===== src/rtl/sdma_pkg.sv =====
package sdma_pkg;
    localparam int NUM_CH = 8;
    localparam int CH_W   = $clog2(NUM_CH);

    typedef enum logic [1:0] {TX_IDLE, TX_START, TX_SLOT} tx_phase_e;
    typedef enum logic       {RX_IDLE, RX_BITS}           rx_phase_e;
endpackage


===== src/rtl/sdma_req_ser.sv =====
module sdma_req_ser
    import sdma_pkg::*;
#(
    parameter int N = NUM_CH
) (
    input  logic         clk,
    input  logic         rst_n,
    input  logic [N-1:0] req_i,
    output logic         pin_o
);
    localparam int IW = $clog2(N);

    typedef struct packed {
        tx_phase_e     ph;
        logic [IW-1:0] idx;
        logic [N-1:0]  frame;
        logic [N-1:0]  sent;
        logic          pin;
    } ser_st_t;

    ser_st_t st_d, st_q;

    always_comb begin
        st_d = st_q;
        unique case (st_q.ph)
            TX_IDLE: begin
                st_d.pin = 1'b1;
                if (req_i != st_q.sent) begin
                    st_d.ph    = TX_START;
                    st_d.frame = req_i;
                    st_d.sent  = req_i;
                    st_d.pin   = 1'b0;
                end
            end
            TX_START: begin
                st_d.ph  = TX_SLOT;
                st_d.idx = '0;
                st_d.pin = st_q.frame[0];
            end
            TX_SLOT: begin
                if (st_q.idx == IW'(N-1)) begin
                    st_d.ph  = TX_IDLE;
                    st_d.pin = 1'b1;
                end else begin
                    st_d.idx = st_q.idx + 1'b1;
                    st_d.pin = st_q.frame[st_q.idx + 1'b1];
                end
            end
            default: begin
                st_d.ph  = TX_IDLE;
                st_d.pin = 1'b1;
            end
        endcase
    end

    always_ff @(posedge clk or negedge rst_n) begin
        if (!rst_n) begin
            st_q.ph    <= TX_IDLE;
            st_q.idx   <= '0;
            st_q.frame <= '0;
            st_q.sent  <= '0;
            st_q.pin   <= 1'b1;
        end else begin
            st_q <= st_d;
        end
    end

    assign pin_o = st_q.pin;

    // pin idles high outside a frame
    p_idle_high_r5: assert property (@(posedge clk) disable iff (!rst_n)
        (st_q.ph == TX_IDLE) |-> pin_o);
    // start bit is followed by slot 0
    p_start_then_slot0_r2: assert property (@(posedge clk) disable iff (!rst_n)
        (st_q.ph == TX_START) |=> (st_q.ph == TX_SLOT && st_q.idx == '0));
    // each slot shows its captured channel bit
    p_slot_value_r2: assert property (@(posedge clk) disable iff (!rst_n)
        (st_q.ph == TX_SLOT) |-> (pin_o == st_q.frame[st_q.idx]));
    // a frame only begins from idle
    p_start_from_idle_r4: assert property (@(posedge clk) disable iff (!rst_n)
        (st_q.ph == TX_START) |-> ($past(st_q.ph) == TX_IDLE));
    // captured set is frozen during the frame
    p_frame_frozen_r4: assert property (@(posedge clk) disable iff (!rst_n)
        (st_q.ph == TX_SLOT) |-> $stable(st_q.frame));
endmodule


===== src/rtl/sdma_gnt_dec.sv =====
module sdma_gnt_dec
    import sdma_pkg::*;
#(
    parameter int N = NUM_CH
) (
    input  logic                 clk,
    input  logic                 rst_n,
    input  logic                 pin_i,
    input  logic [N-1:0]         pend_i,
    output logic                 valid_o,
    output logic [$clog2(N)-1:0] chan_o,
    output logic                 err_o
);
    localparam int CW   = $clog2(N);
    localparam int CNTW = (CW > 1) ? $clog2(CW) : 1;

    typedef struct packed {
        rx_phase_e       ph;
        logic [CW-1:0]   sh;
        logic [CNTW-1:0] cnt;
        logic            valid;
        logic            err;
        logic [CW-1:0]   chan;
    } dec_st_t;

    dec_st_t st_d, st_q;
    logic [CW-1:0] sh_nxt;

    always_comb begin
        st_d       = st_q;
        st_d.valid = 1'b0;
        st_d.err   = 1'b0;
        sh_nxt     = (st_q.sh >> 1) | (CW'(pin_i) << (CW-1));
        unique case (st_q.ph)
            RX_IDLE: begin
                if (!pin_i) begin
                    st_d.ph  = RX_BITS;
                    st_d.cnt = '0;
                end
            end
            RX_BITS: begin
                st_d.sh = sh_nxt;
                if (st_q.cnt == CNTW'(CW-1)) begin
                    st_d.ph   = RX_IDLE;
                    st_d.chan = sh_nxt;
                    if (pend_i[sh_nxt]) st_d.valid = 1'b1;
                    else                st_d.err   = 1'b1;
                end else begin
                    st_d.cnt = st_q.cnt + 1'b1;
                end
            end
            default: st_d.ph = RX_IDLE;
        endcase
    end

    always_ff @(posedge clk or negedge rst_n) begin
        if (!rst_n) begin
            st_q.ph    <= RX_IDLE;
            st_q.sh    <= '0;
            st_q.cnt   <= '0;
            st_q.valid <= 1'b0;
            st_q.err   <= 1'b0;
            st_q.chan  <= '0;
        end else begin
            st_q <= st_d;
        end
    end

    assign valid_o = st_q.valid;
    assign err_o   = st_q.err;
    assign chan_o  = st_q.chan;

    // strobes are exclusive
    p_strobe_excl_r9: assert property (@(posedge clk) disable iff (!rst_n)
        !(valid_o && err_o));
    // a strobe lasts a single clock
    p_strobe_pulse_r6: assert property (@(posedge clk) disable iff (!rst_n)
        (valid_o || err_o) |=> !(valid_o || err_o));
    // a strobe only follows the last channel bit
    p_strobe_after_bits_r6: assert property (@(posedge clk) disable iff (!rst_n)
        (valid_o || err_o) |-> ($past(st_q.ph) == RX_BITS));
    // a valid grant names a channel that was pending
    p_valid_pending_r7: assert property (@(posedge clk) disable iff (!rst_n)
        valid_o |-> ((($past(pend_i) >> chan_o) & N'(1)) != '0));
    // an error grant names a channel that was not pending
    p_err_not_pending_r7: assert property (@(posedge clk) disable iff (!rst_n)
        err_o |-> ((($past(pend_i) >> chan_o) & N'(1)) == '0));
endmodule


===== src/rtl/sdma_agent.sv =====
module sdma_agent
    import sdma_pkg::*;
#(
    parameter int NUM = NUM_CH
) (
    input  logic                   clk,
    input  logic                   rst_n,
    input  logic [NUM-1:0]         chan_req_i,
    output logic                   req_n_o,
    input  logic                   gnt_n_i,
    output logic                   gnt_valid_o,
    output logic [$clog2(NUM)-1:0] gnt_chan_o,
    output logic                   gnt_err_o
);
    sdma_req_ser #(.N(NUM)) u_ser (
        .clk   (clk),
        .rst_n (rst_n),
        .req_i (chan_req_i),
        .pin_o (req_n_o)
    );

    sdma_gnt_dec #(.N(NUM)) u_dec (
        .clk     (clk),
        .rst_n   (rst_n),
        .pin_i   (gnt_n_i),
        .pend_i  (chan_req_i),
        .valid_o (gnt_valid_o),
        .chan_o  (gnt_chan_o),
        .err_o   (gnt_err_o)
    );
endmodule


===== config.mk =====
export PLATFORM = sky130hd
export DESIGN_NAME = sdma_agent
export DESIGN_NICKNAME = d
export VERILOG_FILES = /design/src/rtl/sdma_pkg.sv /design/src/rtl/sdma_req_ser.sv /design/src/rtl/sdma_gnt_dec.sv /design/src/rtl/sdma_agent.sv
export SDC_FILE = /design/constraint.sdc
export NUM_CORES = 1
export LEC_CHECK = 0
export ABC_AREA = 1
export ABC_CLOCK_PERIOD_IN_PS = 1800
export BUFFER_PORTS_ARGS = -buffer_cell sky130_fd_sc_hd__buf_2
export CAP_MARGIN = 0
export CORE_MARGIN = 2
export CORE_UTILIZATION = 55
export DETAILED_ROUTE_END_ITERATION = 16
export PLACE_DENSITY = 0.76
export REMOVE_ABC_BUFFERS = 1
export SETUP_SLACK_MARGIN = 0.3
export SYNTH_ARGS = -nofsm -noshare
export SYNTH_HDL_FRONTEND = slang
export SYNTH_SLANG_ARGS = --single-unit

===== constraint.sdc =====
create_clock -name clk -period 1.8 [get_ports clk]
set_input_delay 0.18 -clock clk [delete_from_list [all_inputs] [get_ports clk]]
set_output_delay 0.18 -clock clk [all_outputs]
set_load 0.1 [all_outputs]

==> results.toml, run 1 <==
[status]
result_of_the_run = "completed"

[worst_setup_path]
crit_path_max_incr_delay_ns = 0.54
worst_r2r_path_depth = 7
arrival_ns = 1.27
worst_setup_path_end_kind = "output port"
r2r-start = "u_ser.st_q[17]$_DFFE_PN0P_"
critical_path_peak_fanout = 1
critical_path_class = "reg -> out"
timing.critical_path.from_type = "flop"
path_delay_family = "flip-flops"
timing.rr.end = "u_ser.pin_o$_DFF_PN1_"
wp_buf_inv = 1
cp_cell_sequence = "buf_2"
timing.critical_path.required_ns = 1.62
setup.reg_to_reg.worst_slack_ns = 0.40
cpMaxStageDelayCell = "sky130_fd_sc_hd__dfstp_2"

[cts]
cts.htree.levels = 1
clk_transition_reported_paths_ns = 0.13
clock_path_buffers = 2
tritoncts.num_buffers = 3
tritoncts = "done"
worstSkewPairLatency_ns = 0.32
clock_tree.root_cell = "sky130_fd_sc_hd__clkbuf_4"
clock-sinks = 24

[layout]
final_common_cell = "sky130_fd_sc_hd__nand2_1"
fin_nets = 193
nFillCells = 204
layout-drive-gt1-share_pct = 17.4
antenna_cells = 0
layout_common_cells = "54 x sky130_fd_sc_hd__nand2_1, 22 x sky130_fd_sc_hd__dfrtp_1, 20 x sky130_fd_sc_hd__inv_1, 18 x sky130_fd_sc_hd__nand3_1, 16 x sky130_fd_sc_hd__buf_2"
area_growth_syn_to_layout_pct = 13.1
layoutNonFillerInstCount = 206

[power]
power.density_cell_area_nw_per_um2 = 2020
power.static_leakage_nw = 0.783
vdd_drop_max_mv = 1.18

[route]
post-route-drc-count = 0
wl_per_cell_microns = 12.0
initialDrtViolationCount = 23
antenna_violating_nets_post_route = 0
drt-pass1-iter-count = 4
detailed_route_via_count = 1042
detail_route.vias_per_cell = 5.06
drt_wl_total_microns = 2470

[logic_synthesis]
synth-seq-area-share_pct = 48.0
ys.warnings.count = 0
average_instance_area_after_synthesis_sq_um = 7.84
synth_area_sq_um = 1250
netlist-cell-type-count = 18
netlist_instances = 160
synth_seq_cells = 24

[global_routing]
globalRoute.totalOverflow = 0
grt_pass1_wl_microns = 4370
maximum_number_of_pins_on_one_net_before_global_route_repair = 25
grt_antenna_before_repair = 0
first_global_vias = 999
gr-usage-all-layers_pct = 22.1

[timing]
timing.slew.headroom_pct = 64.0
skew_ns = 0.00288
finalHoldViolCount = 0
final.setup.tns_ns = 0
max_freq_ghz = 0.691
timing.final.crit_share_pct = 80.4
setup_violations = 0
worst-slew-pin-transition_ns = 0.539
slew_violations = 0
period_minus_slack_ns = 1.45
rsz0062_at_grt = "false"

[min_path]
min_to = "u_dec.st_q[9]$_DFFE_PN0P_"
min_path_cells = 3
min-delay-path-class = "in -> reg"
hold_path_startpoint = "gnt_n_i"

[floorplanning]
floorplan.initialDensity_pct = 57.2
top_level_ports = 17
placeableCoreArea_sq_um = 2190
num_rows = 17
dieArea_sq_um = 2680
die_y_microns = 51.7
fp.dieW_microns = 51.7

[place]
total_half_perimeter_wirelength_after_legalization_and_detailed_placement_microns = 1800
gp_congestion = 0.784
placed_cells_incl_taps = 200
number_of_port_buffers = 16

[job]
max_cap_viol_count = 0
==> worst max path at each step <==
stage | end | startpoint | slack (ns) | cells past startpoint
after global placement | u_ser.st_q[18]$_DFFE_PN0P_ | u_ser.st_q[17]$_DFFE_PN0P_ | 0.45 | 8
final | req_n_o | u_ser.pin_o$_DFF_PN1_ | 0.35 | 1
after detailed placement | u_ser.st_q[19]$_DFFE_PN0P_ | u_ser.st_q[17]$_DFFE_PN0P_ | 0.35 | 8
after floorplan | u_ser.st_q[17]$_DFFE_PN0P_ | u_ser.st_q[17]$_DFFE_PN0P_ | 0.51 | 8
after CTS | u_ser.st_q[19]$_DFFE_PN0P_ | u_ser.st_q[17]$_DFFE_PN0P_ | 0.34 | 8
after global routing | u_ser.st_q[19]$_DFFE_PN0P_ | u_ser.st_q[17]$_DFFE_PN0P_ | 0.29 | 8
==> synth_stat cells <==
master                     instances  area, sq um
sky130_fd_sc_hd__a21oi_1           2         10.0
sky130_fd_sc_hd__buf_4             3         22.5
sky130_fd_sc_hd__clkbuf_2          1         5.00
sky130_fd_sc_hd__dfrtp_1          23          576
sky130_fd_sc_hd__dfstp_2           1         26.3
sky130_fd_sc_hd__ha_1              3         37.5
sky130_fd_sc_hd__inv_1            21         78.8
sky130_fd_sc_hd__nand2_1          56          210
sky130_fd_sc_hd__nand2_4           2         22.5
sky130_fd_sc_hd__nand3_1          18         90.1
sky130_fd_sc_hd__nor2_1            6         22.5
sky130_fd_sc_hd__nor2_2            3         18.8
sky130_fd_sc_hd__o211ai_1          1         7.51
sky130_fd_sc_hd__o21a_1            1         7.51
sky130_fd_sc_hd__o21ai_0          12         60.1
sky130_fd_sc_hd__o21bai_1          1         7.51
sky130_fd_sc_hd__o31ai_1           1         7.51
sky130_fd_sc_hd__xnor2_1           5         43.8
==> metrics by stage <==
step / power, mW / util [%] / hold WS, ns / area (sq um) / worst slack (ns)
3_5_place_dp: 2.45 / 61.2 / 0.195 / 1340 / 0.345
3_3_place_gp: 2.39 / 61.2 / 0.182 / 1340 / 0.450
4_1_cts: 2.85 / 64.1 / 0.0931 / 1400 / 0.339
2_1_floorplan: 2.15 / - / -0.116 / 1230 / 0.512
6_report: 2.87 / 64.7 / 0.0990 / 1420 / 0.353
5_1_grt: 3.13 / 64.7 / 0.121 / 1420 / 0.293
==> layer usage <==
metal / global-route usage, % / up-vias / wire length [microns]
met5: 0 / - / 0
met4: 5.26 / 0 / 25
met3: 2.59 / 3 / 97
met2: 35.9 / 20 / 1130
met1: 31.6 / 485 / 1210
li1: - / 534 / -
==> power breakdown <==
| part | switching (mW) | internal, mW |
|---|---|---|
| sequential | 0.223 | 0.798 |
| combinational | 1.02 | 0.436 |
| clock | 0.168 | 0.225 |
| total | 1.41 | 1.46 |
==> logic make-up after synthesis <==
kind of cell    count (synthesis)  synth area share (%)
simple gates                   85                  29.0
buf+inv                        25                  8.48
flops                          24                  48.0
compound gates                 18                  7.99
xor+xnor                        5                  3.49
fa+ha+maj                       3                  2.99
==> tightest hold or removal path, cell delays in order <==
cell,delay [ns]
sky130_fd_sc_hd__buf_2,0.10
sky130_fd_sc_hd__nand2_1,0.04
sky130_fd_sc_hd__o21ai_0,0.07
==> state kept, by name (all words and copies together) (netlist names) <==
name           flops
u_dec.err_o        1
u_dec.st_q         5
u_dec.chan_o       3
u_dec.valid_o      1
u_ser.pin_o        1
u_ser.st_q        13
==> cell type report <==
class                           instances  area, sq um  area share, %
Timing Repair Buffer                   18         97.6           6.88
Clock inverter                          1         30.0           2.12
Multi-Input combinational cell        111          551           38.8
Inverter                               21         78.8           5.56
Clock buffer                            3         22.5           1.59
Sequential cell                        24          603           42.5
Tap cell                               28         35.0           2.47
==> timing repair <==
item	CTS	global route
setup buffers	0	1
hold buffers	1	0
hold endpoints to repair	23	0
resized for setup	0	4
endpoints found under the setup margin	0	4
Note: power is estimated with default switching activity, not from simulation.
==> inputs of run 2 (changes only) <==
--- a/config.mk
+++ b/config.mk
@@ -6,13 +6,13 @@
 export NUM_CORES = 1
 export LEC_CHECK = 0
 export ABC_AREA = 1
-export ABC_CLOCK_PERIOD_IN_PS = 1800
+export ABC_CLOCK_PERIOD_IN_PS = 1300
 export BUFFER_PORTS_ARGS = -buffer_cell sky130_fd_sc_hd__buf_2
 export CAP_MARGIN = 0
 export CORE_MARGIN = 2
-export CORE_UTILIZATION = 55
+export CORE_UTILIZATION = 50
 export DETAILED_ROUTE_END_ITERATION = 16
-export PLACE_DENSITY = 0.76
+export PLACE_DENSITY = 0.73
 export REMOVE_ABC_BUFFERS = 1
 export SETUP_SLACK_MARGIN = 0.3
 export SYNTH_ARGS = -nofsm -noshare
==> constraint.sdc (replaced) <==
create_clock -name clk -period 1.3 [get_ports clk]
set_input_delay 0.13 -clock clk [delete_from_list [all_inputs] [get_ports clk]]
set_output_delay 0.13 -clock clk [all_outputs]
set_load 0.1 [all_outputs]
==> results.toml, run 2 (synthesized netlist as in run 1, its figures left out) <==
[status]
result_of_the_run = "finished, violations left"
failed_checks = "negative setup slack"

[layout]
final_common_cell = "sky130_fd_sc_hd__nand2_1"
layout-drive-gt1-share_pct = 43.0
layout_common_cells = "44 x sky130_fd_sc_hd__nand2_1, 21 x sky130_fd_sc_hd__dfrtp_1, 19 x sky130_fd_sc_hd__buf_4, 15 x sky130_fd_sc_hd__nand3_1, 12 x sky130_fd_sc_hd__inv_1"
largest_reg_flops = 13
nFillCells = 174
final_core_util_pct = 75.2
fin_nets = 215
layout.cell_area.non_filler_sq_um = 1830
largest_register = "u_ser.st_q"
antenna_cells = 0
final-seq-area_sq_um = 604
area_growth_syn_to_layout_pct = 45.8
multi_input_comb_area_sq_um = 716

[floorplanning]
placeableCoreArea_sq_um = 2430
die_y_microns = 54.1
fp.dieW_microns = 54.1
dieArea_sq_um = 2920
top_level_ports = 17
num_rows = 18
floorplan.initialDensity_pct = 51.5

[cts]
worstSkewPairLatency_ns = 0.32
clock-sinks = 24
clock_tree.root_cell = "sky130_fd_sc_hd__clkbuf_4"
clk_transition_reported_paths_ns = 0.14
tritoncts = "done"
cts.htree.levels = 1
tritoncts.num_buffers = 3
clock_path_buffers = 2

[place]
post_dp_cell_area_sq_um = 1390
total_half_perimeter_wirelength_after_legalization_and_detailed_placement_microns = 1930
number_of_port_buffers = 16
gp_congestion = 0.819

[worst_setup_path]
arrival_ns = 1.60
timing.critical_path.from_type = "flop"
critical_path_class = "reg -> reg"
timing.critical_path.required_ns = 1.57
worst_setup_path_end_kind = "flop"
worst_r2r_path_depth = 7
critical_path_peak_fanout = 6

[global_routing]
gr-usage-all-layers_pct = 24.2
maximum_number_of_pins_on_one_net_before_global_route_repair = 25
globalRoute.totalOverflow = 0
gr-usage-met2_pct = 42.7
grt_most_used_layer = "met2"
grt_pass1_wl_microns = 4930
grt_use_met3_pct = 3.33
met1_track_utilization_from_global_routing_pct = 28.7
grt_antenna_before_repair = 0
first_global_vias = 1101

[timing]
finalHoldViolCount = 0
slew_violations = 0
period_minus_slack_ns = 1.33
timing.slew.headroom_pct = 63.8
post-route-worst-setup-slack_ns = -0.0296
rsz0062_at_grt = "true"
holdWs_ns = 0.0644
skew_ns = 0.0107
worst-slew-pin-transition_ns = 0.543
setup_violations = 8
max_freq_ghz = 0.752
timing.final.crit_share_pct = 102

[power]
power.density_cell_area_nw_per_um2 = 2950
vdd_drop_max_mv = 2.48
power.static_leakage_nw = 0.932

[route]
antenna_violating_nets_post_route = 0
post-route-drc-count = 0
wl_per_cell_microns = 14.4
detailed_route_via_count = 1212
drt-pass1-iter-count = 4
detail_route.vias_per_cell = 5.27
initialDrtViolationCount = 38
drt_wl_total_microns = 3310

[min_path]
min-delay-path-class = "in -> reg"
min_path_cells = 3

[job]
max_cap_viol_count = 0
run 2: changes by cell type in the layout (fill, tap and decap cells not counted), sizes merged:
cell   previous run  this run
buf              17        37
nand2            58        60
run 2: final timing paths:
kind                                       startpoint                         end  slack (ns)
max                        u_ser.st_q[11]$_DFFE_PN0P_  u_ser.st_q[12]$_DFFE_PN0P_       -0.03
min reg2reg                 u_dec.st_q[6]$_DFFE_PN0P_   u_dec.st_q[6]$_DFFE_PN0P_        0.56
min in group asynchronous                       rst_n  u_ser.st_q[10]$_DFFE_PN0P_        0.30
max reg2reg                u_ser.st_q[11]$_DFFE_PN0P_  u_ser.st_q[12]$_DFFE_PN0P_       -0.03
min                                     chan_req_i[4]  u_ser.st_q[13]$_DFFE_PN0P_        0.06
max in group asynchronous                       rst_n    u_dec.st_q[10]$_DFF_PN0_        0.60
run 2: final cells by class:
class / count / share of cell area [%]
clock buffers: 3 / 1.23
multi-input cells: 113 / 39.2
clock inverters: 1 / 1.64
flip-flops and latches: 24 / 33.1
repair buffers: 38 / 18.5
well taps: 30 / 2.05
inverters: 21 / 4.31
run 2: worst max-delay path, cell delays in order (launching register included):
cell and delay [ns]:
sky130_fd_sc_hd__dfrtp_1 0.43, sky130_fd_sc_hd__xnor2_1 0.21, sky130_fd_sc_hd__nand2_1 0.13, sky130_fd_sc_hd__nor2_4 0.17, sky130_fd_sc_hd__nand2_4 0.12, sky130_fd_sc_hd__nand2_8 0.10, sky130_fd_sc_hd__nand2_1 0.06, sky130_fd_sc_hd__nand2_1 0.06
run 2: where the power goes:
group | switching [mW] | leakage (nW) | internal [mW]
clock network | 0.235 | 0.0279 | 0.312
registers | 0.391 | 0.294 | 1.11
logic | 1.90 | 0.610 | 1.44
run 2: metrics by stage:
step | setup TNS (ns) | power, mW | instances | worst slack, ns
floorplan | 0 | 2.98 | 156 | 0.0119
global placement | 0 | 3.47 | 206 | 0.0546
detailed placement | -0.165 | 3.57 | 206 | -0.0633
CTS | 0 | 4.92 | 225 | 0.0739
global route | -0.578 | 5.70 | 230 | -0.0703
finish | -0.0931 | 5.38 | 230 | -0.0296
run 2: repair_timing:
action | 4_1_cts | 5_1_grt
endpoints found under the setup margin | 27 | 28
endpoints found under the hold margin | 23 | 0
gates cloned | 2 | 0
setup buffers | 12 | 5
pin swaps | 12 | 9
hold buffers | 1 | 0
gates resized for setup | 49 | 25
run 2: metal layers:
metal	up-vias	wire, microns
met2	42	1740
met5	-	0
li1	587	-
met1	572	1320
met4	0	94
met3	11	157
